[config.mk]
export PLATFORM = sky130hd
export DESIGN_NAME = etu_baud_gen
export DESIGN_NICKNAME = d
export VERILOG_FILES = /design/src/rtl/etu_pkg.sv /design/src/rtl/etu_len_calc.sv /design/src/rtl/etu_phase_ctr.sv /design/src/rtl/etu_baud_gen.sv
export SDC_FILE = /design/constraint.sdc
export NUM_CORES = 1
export LEC_CHECK = 0
export BUFFER_PORTS_ARGS = -buffer_cell sky130_fd_sc_hd__buf_2
export CAP_MARGIN = 20
export CELL_PAD_IN_SITES_DETAIL_PLACEMENT = 1
export CELL_PAD_IN_SITES_GLOBAL_PLACEMENT = 2
export CORE_MARGIN = 2
export CORE_UTILIZATION = 37
export DETAILED_ROUTE_END_ITERATION = 8
export PLACE_DENSITY = 0.87
export RECOVER_POWER = 100
export SLEW_MARGIN = 40
export SYNTH_ARGS = -nofsm -noshare
export SYNTH_HDL_FRONTEND = slang
export SYNTH_SLANG_ARGS = --single-unit
[constraint.sdc]
create_clock -name clk -period 8.2 [get_ports clk]
set_input_delay 1.64 -clock clk [delete_from_list [all_inputs] [get_ports clk]]
set_output_delay 1.64 -clock clk [all_outputs]
set_load 0.005 [all_outputs]
[src/rtl/etu_pkg.sv]
package etu_pkg;
    typedef enum logic {
        PH_EARLY = 1'b0,
        PH_LATE  = 1'b1
    } etu_phase_e;

    localparam int unsigned PSC_LO = 31;
    localparam int unsigned PSC_HI = 32;
endpackage

[src/rtl/etu_len_calc.sv]
module etu_len_calc
    import etu_pkg::*;
#(
    parameter int DIV_W = 8,
    parameter int CNT_W = DIV_W + 5
) (
    input  logic             psc_is_32,
    input  logic [DIV_W-1:0] div_val,
    input  logic             half_en,
    input  logic             alt_extra,
    output logic [CNT_W-1:0] last_idx,
    output logic [CNT_W-1:0] mid_idx
);
    logic [CNT_W-1:0] div_eff;
    logic [CNT_W-1:0] full_len;
    logic [CNT_W-1:0] half_len;
    logic [CNT_W-1:0] etu_len;

    always_comb begin
        div_eff = (div_val == '0) ? CNT_W'(1) : CNT_W'(div_val);
        // 32*D built as a shift, 31*D as 32*D - D
        full_len = (div_eff << 5) - (psc_is_32 ? '0 : div_eff);
        half_len = (full_len >> 1) + CNT_W'(full_len[0] & alt_extra);
        etu_len  = half_en ? half_len : full_len;
        last_idx = etu_len - CNT_W'(1);
        mid_idx  = last_idx >> 1;
    end
endmodule

[src/rtl/etu_phase_ctr.sv]
module etu_phase_ctr
    import etu_pkg::*;
#(
    parameter int CNT_W = 13
) (
    input  logic             clk,
    input  logic             rst_n,
    input  logic             cnt_en,
    input  logic             resync,
    input  logic [CNT_W-1:0] last_idx,
    input  logic [CNT_W-1:0] mid_idx,
    output logic             alt_q,
    output logic             etu_tick,
    output logic             sample_strobe
);
    etu_phase_e       state_q, state_d;
    logic [CNT_W-1:0] cnt_q, cnt_d;
    logic             alt_d;
    logic             tick_d, strb_d;

    always_comb begin
        state_d = state_q;
        cnt_d   = cnt_q;
        alt_d   = alt_q;
        tick_d  = 1'b0;
        strb_d  = 1'b0;
        if (resync) begin
            // ANY_TO_EARLY
            state_d = PH_EARLY;
            cnt_d   = '0;
            alt_d   = 1'b0;
        end else if (cnt_en) begin
            unique case (state_q)
                PH_EARLY: begin
                    cnt_d = cnt_q + CNT_W'(1);
                    if (cnt_q >= mid_idx) begin
                        // EARLY_TO_LATE
                        strb_d  = 1'b1;
                        state_d = PH_LATE;
                    end
                end
                PH_LATE: begin
                    if (cnt_q >= last_idx) begin
                        // LATE_TO_EARLY
                        tick_d  = 1'b1;
                        cnt_d   = '0;
                        alt_d   = ~alt_q;
                        state_d = PH_EARLY;
                    end else begin
                        cnt_d = cnt_q + CNT_W'(1);
                    end
                end
                default: state_d = PH_EARLY;
            endcase
        end
    end

    always_ff @(posedge clk) begin
        if (!rst_n) begin
            state_q <= PH_EARLY;
            cnt_q   <= '0;
            alt_q   <= 1'b0;
        end else begin
            state_q <= state_d;
            cnt_q   <= cnt_d;
            alt_q   <= alt_d;
        end
    end

    always_ff @(posedge clk) begin
        if (!rst_n) begin
            etu_tick      <= 1'b0;
            sample_strobe <= 1'b0;
        end else begin
            etu_tick      <= tick_d;
            sample_strobe <= strb_d;
        end
    end
endmodule

[src/rtl/etu_baud_gen.sv]
module etu_baud_gen
    import etu_pkg::*;
#(
    parameter int DIV_W = 8
) (
    input  logic             clk,
    input  logic             rst_n,
    input  logic             card_clk_en,
    input  logic             src_is_xtal,
    input  logic             psc_is_32,
    input  logic [DIV_W-1:0] div_val,
    input  logic             dbl_rate,
    input  logic             resync,
    output logic             etu_tick,
    output logic             sample_strobe
);
    localparam int CNT_W = DIV_W + 5;

    logic             half_en;
    logic             alt_q;
    logic [CNT_W-1:0] last_idx;
    logic [CNT_W-1:0] mid_idx;

    assign half_en = dbl_rate & ~src_is_xtal;

    etu_len_calc #(
        .DIV_W (DIV_W),
        .CNT_W (CNT_W)
    ) i_len (
        .psc_is_32 (psc_is_32),
        .div_val   (div_val),
        .half_en   (half_en),
        .alt_extra (alt_q),
        .last_idx  (last_idx),
        .mid_idx   (mid_idx)
    );

    etu_phase_ctr #(
        .CNT_W (CNT_W)
    ) i_ctr (
        .clk           (clk),
        .rst_n         (rst_n),
        .cnt_en        (card_clk_en),
        .resync        (resync),
        .last_idx      (last_idx),
        .mid_idx       (mid_idx),
        .alt_q         (alt_q),
        .etu_tick      (etu_tick),
        .sample_strobe (sample_strobe)
    );
endmodule

## Word level (Yosys, flattened, before mapping)

Cells that the tools add are included.

| cells by class | value |
|---|---|
| add/sub/neg operators | 4 |
| $lt $le $gt $ge | 2 |
| muxes and demuxes | 9 |
| bitwise operators | 7 |
| reduce and logical (&&, ||, !) cells | 5 |

Operators by type and width:

| operator | count |
|---|---|
| $mux W13 | 3 |
| $pmux W13 S2 | 1 |
| $add A12 B13 Y13 | 1 |
| $add A13 B1 Y13 const B | 1 |
| $ge A13 B12 Y1 | 1 |
| $ge A13 B13 Y1 | 1 |
| $sub A13 B1 Y13 const B | 1 |
| $sub A13 B13 Y13 | 1 |
| $logic_not A8 Y1 | 1 |
| $mux W8 | 1 |
| $reduce_or A4 Y1 | 2 |
| $not A1 Y1 | 5 |
| $mux W1 | 3 |
| $reduce_and A3 Y1 | 1 |
| $and A1 B1 Y1 | 2 |
| $pmux W1 S2 | 1 |
| $reduce_or A2 Y1 | 1 |

| word-level totals | value |
|---|---|
| flip-flop bits (word level) | 17 |
| input bits | 15 |
| output and inout port bits | 2 |
| logic and storage cells | 32 |

## Depth between registers and ports, before layout

| depth | value |
|---|---|
| word-level depth | 11 |
| depth in mapped cells | 27 |

## By module

From an unflattened synthesis, not the netlist that was laid out.

| second synthesis, totals | value |
|---|---|
| cell total of the unflattened synthesis | 372 |
| area total of the unflattened synthesis | 2777.7 µm² |

Modules (own cells, without submodules):

| module | instances | cells each | area an instance (µm²) | sequential area each (µm²) |
|---|---|---|---|---|
| etu_len_calc | 1 | 205 | 1452.6 | 0.0 |
| etu_phase_ctr | 1 | 166 | 1311.3 | 340.3 |
| etu_baud_gen | 1 | 1 | 13.8 | 0.0 |

## Worst setup path after synthesis

Ideal clock, no wire load.

| timing path | value |
|---|---|
| kind | input -> register |
| start point | in div_val[3] |
| end point | reg i_ctr.cnt_q[3] |
| data arrival time | 6.479 ns |
| slack | 1.659 ns |
| stages on the path | 26 |
| path through | buf_2 -> nor3_2 -> a31oi_1 -> nor2_1 -> inv_1 -> ha_1 -> buf_2 -> xnor2_1 -> inv_1 -> ha_1 -> xor2_1 -> a21oi_1 -> nand4_1 -> nor3b_1 -> nand3_1 -> xnor2_1 -> ha_1 -> a211oi_1 -> o21ai_0 -> a31oi_1 -> nor3b_1 -> o311a_1 -> a221oi_2 -> o21ai_2 -> buf_6 -> nor2_2 |

| on the way | value |
|---|---|
| cells in the longest elaborated chain, start to end | 11 |

Ends and longest elaborated chain:

| element | RTL line | text |
|---|---|---|
| start: declaration | etu_baud_gen.sv:11 | `input logic [DIV_W-1:0] div_val,` |
| $logic_not A8 Y1 | etu_len_calc.sv:20 | `div_eff = (div_val == '0) ? CNT_W'(1) : CNT_W'(div_val);` |
| $mux W8 * | etu_len_calc.sv:20 |  |
| $mux W13 | etu_len_calc.sv:22 | `full_len = (div_eff << 5) - (psc_is_32 ? '0 : div_eff);` |
| $sub A13 B13 Y13 * | etu_len_calc.sv:22 |  |
| $and A1 B1 Y1 | etu_len_calc.sv:23 | `half_len = (full_len >> 1) + CNT_W'(full_len[0] & alt_extra);` |
| $add A12 B13 Y13 | etu_len_calc.sv:23 |  |
| $mux W13 * | etu_len_calc.sv:24 | `etu_len = half_en ? half_len : full_len;` |
| $sub A13 B1 Y13 * | etu_len_calc.sv:25 | `last_idx = etu_len - CNT_W'(1);` |
| $ge A13 B13 Y1 * | etu_phase_ctr.sv:43 | `if (cnt_q >= last_idx) begin` |
| $mux W13 * | etu_phase_ctr.sv:43 |  |
| $pmux W13 S2 * | etu_phase_ctr.sv:33 | `unique case (state_q)` |
| end signal: assignment | etu_phase_ctr.sv:65 | `cnt_q <= cnt_d;` |
| end: declaration | etu_phase_ctr.sv:17 | `logic [CNT_W-1:0] cnt_q, cnt_d;` |

Mark *: on every way between the ends. The rest lies on a longest branch, timed or not.
A chain may end at the register's enable or synchronous reset.

## Worst setup path in the final report

| timing path | value |
|---|---|
| start point | in div_val[2] |
| end point | reg i_ctr.state_q |

| on the way | value |
|---|---|
| cells in the longest elaborated chain, start to end | 11 |
| elaborated cells on any way between the ends | 13 |
| classes of those cells | 3 x add/sub; 2 x order compare; 6 x mux; 1 x bitwise; 1 x reduce/logical |

Ends and longest elaborated chain:

| element | RTL line | text |
|---|---|---|
| $logic_not A8 Y1 | etu_len_calc.sv:20 |  |
| $mux W8 * | etu_len_calc.sv:20 |  |
| $mux W13 | etu_len_calc.sv:22 |  |
| $sub A13 B13 Y13 * | etu_len_calc.sv:22 |  |
| $and A1 B1 Y1 | etu_len_calc.sv:23 |  |
| $add A12 B13 Y13 | etu_len_calc.sv:23 |  |
| $mux W13 * | etu_len_calc.sv:24 |  |
| $sub A13 B1 Y13 * | etu_len_calc.sv:25 |  |
| $ge A13 B13 Y1 / $ge A13 B12 Y1 (equally long branches) | etu_phase_ctr.sv:43, etu_phase_ctr.sv:36 |  |
| $mux W1 (on tied branches) | etu_phase_ctr.sv:43, etu_phase_ctr.sv:36 |  |
| $pmux W1 S2 * | etu_phase_ctr.sv:33 |  |
| end signal: assignment | etu_phase_ctr.sv:64 | `state_q <= state_d;` |
| end: declaration | etu_phase_ctr.sv:16 | `etu_phase_e state_q, state_d;` |

Marked as above.

==> results.json <==
{
  "status": "finished, final reports clean",
  "combPwrFrac_pct": 49.8,
  "slowest_stage": "a221oi_2",
  "worstMarginPinSlew_ns": 0.637,
  "cp_num_buf_inv": 3,
  "required_ns": 8.39,
  "yosys-top-cells-count": "ha_1, nor2_1, nand2_1",
  "yosys.area.top_type": "dfxtp_1",
  "hp-class": "register to register",
  "hold_buffers": 0,
  "grt_pass1_vias": 2771,
  "clk_latency_ns": 0.26,
  "p_leak_nw": 1.13,
  "holdWs_ns": 0.455,
  "clkSinkCount": 17,
  "overflow": 0,
  "antenna_found_initial": 0,
  "multiInputGateArea_mm2": 0.00226,
  "grt_max_degree": 22,
  "cts_tree": "built",
  "syn-num-nets": 400,
  "yosysTopAreaCellShare_pct": 12.3,
  "worstSetupPathType": "input pin to register",
  "setup_viol": 0,
  "final-hold-violation-count": 0,
  "pwr_density_cell_mw_per_mm2": 101,
  "slew-limit-headroom_pct": 57.0,
  "synthArstFlopShare_pct": 0,
  "slew_viol_final": 0,
  "period_share_pct": 90.9,
  "cts_setup_buffers": 0,
  "grt_use_total_pct": 19.2,
  "ant_nets": 0,
  "ys_seq_elements": 17,
  "synthTopCellsByArea": "dfxtp_1, ha_1, xnor2_1",
  "period_needed_ns": 7.45,
  "cts_buffers": 3,
  "first_iter_violations": 99,
  "syn_inst": 358,
  "syn_area_mm2": 0.00276,
  "p_seq_share_pct": 28.5,
  "p_int_mw": 0.174,
  "hpwl_um": 6130,
  "coreArea_mm2": 0.00725,
  "dieWidth_um": 90.4,
  "fill_cells": 956,
  "yosys_most_used_dff": "dfxtp_1",
  "dieArea_mm2": 0.00817,
  "avgSynthCellArea_um2": 7.71,
  "final_nets": 403,
  "rows": 31,
  "synth_cell_types": 77,
  "peakVddDrop_uv": 105,
  "first_pass_iters": 4,
  "finalClockSkew_ns": 0.00284,
  "tns_ns": 0,
  "ys_warn_count": 0,
  "vias_per_cell": 5.90,
  "cts-root-buf": "clkbuf_8",
  "crit_family": "compound AO/OA/AOI/OAI gates",
  "wl_um": 7600,
  "start_util_pct": 38.1,
  "synth.most_common_cell": "ha_1",
  "critical_path.max_fanout": 15,
  "synth_edf_count": 0,
  "yosysSeqAreaShare_pct": 12.3,
  "pin_count": 17,
  "finalWeightedCongestion": 0.873,
  "clock_path_buffers": 2,
  "switchingPower_mw": 0.119,
  "path_clk_slew_ns": 0.07,
  "sw_frac_of_total_pct": 40.5,
  "crit_path_max_incr_delay_ns": 0.50,
  "grt_pass1_wl_um": 13200,
  "clkPwrFrac_pct": 21.8,
  "diodes": 0,
  "routed-via-count": 2710,
  "rsz0062_at_grt": "no",
  "cts_resized": 0,
  "drive_gt1_share_pct": 13.9,
  "max_freq_mhz": 134,
  "die_h_um": 90.4,
  "seqCellArea_um2": 340,
  "critPathCaptureType": "register",
  "syn_to_final_growth_pct": 5.44,
  "drt-wirelength-per-cell_um": 16.5,
  "htree_levels": 1,
  "cap_viol_max_count": 0,
  "drc": 0,
  "cp-start-kind": "input pin",
  "io_buffers": 16,
  "cp.arrival_ns": 7.64
}
==> metal layers <==
layer  vias to the layer above  GRT usage (%)  wire length [µm]
met1                      1327           24.3              3540
li1                       1350              -                 -
met2                        24           35.7              3850
met3                         9           1.09                95
met4                         0           4.36               105
met5                         -              0                 0
==> worst paths after layout <==
check / start / slack [ns] / depth (start not counted) / end
setup / recovery: div_val[2] / 0.75 / 25 / i_ctr.state_q
hold / removal: i_ctr.state_q / 0.46 / 1 / i_ctr.sample_strobe
setup reg to reg: i_ctr.alt_q / 3.12 / 18 / i_ctr.state_q
hold reg to reg: i_ctr.state_q / 0.46 / 1 / i_ctr.sample_strobe
==> registers in the layout, summed over array words and instances, names as in the netlist <==
signal and flops:
i_ctr.etu_tick 1, i_ctr.cnt_q 13, i_ctr.sample_strobe 1, i_ctr.alt_q 1, i_ctr.state_q 1
==> power groups by stage <==
stage / sequential (mW) / combinational [mW] / clock (mW)
2_1_floorplan: 0.0851 / 0.113 / 0
3_3_place_gp: 0.0853 / 0.139 / 0
3_5_place_dp: 0.0853 / 0.145 / 0
4_1_cts: 0.0834 / 0.146 / 0.0668
5_1_grt: 0.0834 / 0.165 / 0.0692
6_report: 0.0834 / 0.146 / 0.0638
==> cells by family after synthesis <==
kind of cell | Yosys count | share of synthesized area (%)
muxes | 5 | 1.86
AOI/OAI and AO/OA | 95 | 26.8
DFF | 17 | 12.3
adders and majority gates | 27 | 12.2
xor gates and xnor gates | 27 | 8.56
and+or+nand+nor | 152 | 32.3
buffers and inverters | 35 | 5.89
==> area by class of cell <==
| type | instances | share of cell area, % |
|---|---|---|
| multi-input combinational | 306 | 77.5 |
| tap | 99 | 4.25 |
| clock buffer | 4 | 1.55 |
| timing repair buffer | 17 | 2.97 |
| inverter | 16 | 2.06 |
| sequential | 17 | 11.7 |
==> layout by cell type, fill, tap and decap left out, types with 11 or more instances in the layout <==
master / n
dfxtp_1: 17
a21oi_1: 17
nor3_1: 16
xor2_1: 12
ha_1: 27
nand2_1: 23
nand3_1: 11
xnor2_1: 15
nor2_1: 28
buf_2: 15
inv_1: 16
==> stage by stage <==
stage | setup slack [ns] | power [mW] | util [%] | instances | area, µm²
after global placement | 0.858 | 0.225 | 39.6 | 455 | 2870
after detailed placement | 0.580 | 0.230 | 39.6 | 455 | 2870
after CTS | 0.798 | 0.296 | 40.2 | 459 | 2920
after floorplan | 1.66 | 0.198 | - | 358 | 2760
final | 0.746 | 0.293 | 40.1 | 459 | 2910
after global routing | 0.194 | 0.318 | 40.1 | 459 | 2910
==> worst register-to-register path: stages, from the launching register on <==
cell	delay, ns
dfxtp_1	0.39
and2_1	0.16
ha_1	0.27
ha_1	0.30
o2111a_1	0.26
nand4_1	0.22
a32oi_1	0.33
nor3b_1	0.39
nand3_1	0.15
xnor2_1	0.25
ha_1	0.29
a211oi_1	0.22
o21ai_0	0.11
a31oi_1	0.31
nor3b_1	0.10
o311a_1	0.35
a221oi_2	0.50
o21ai_4	0.24
a21oi_1	0.17
No activity file was read; power rests on OpenSTA's default activity.
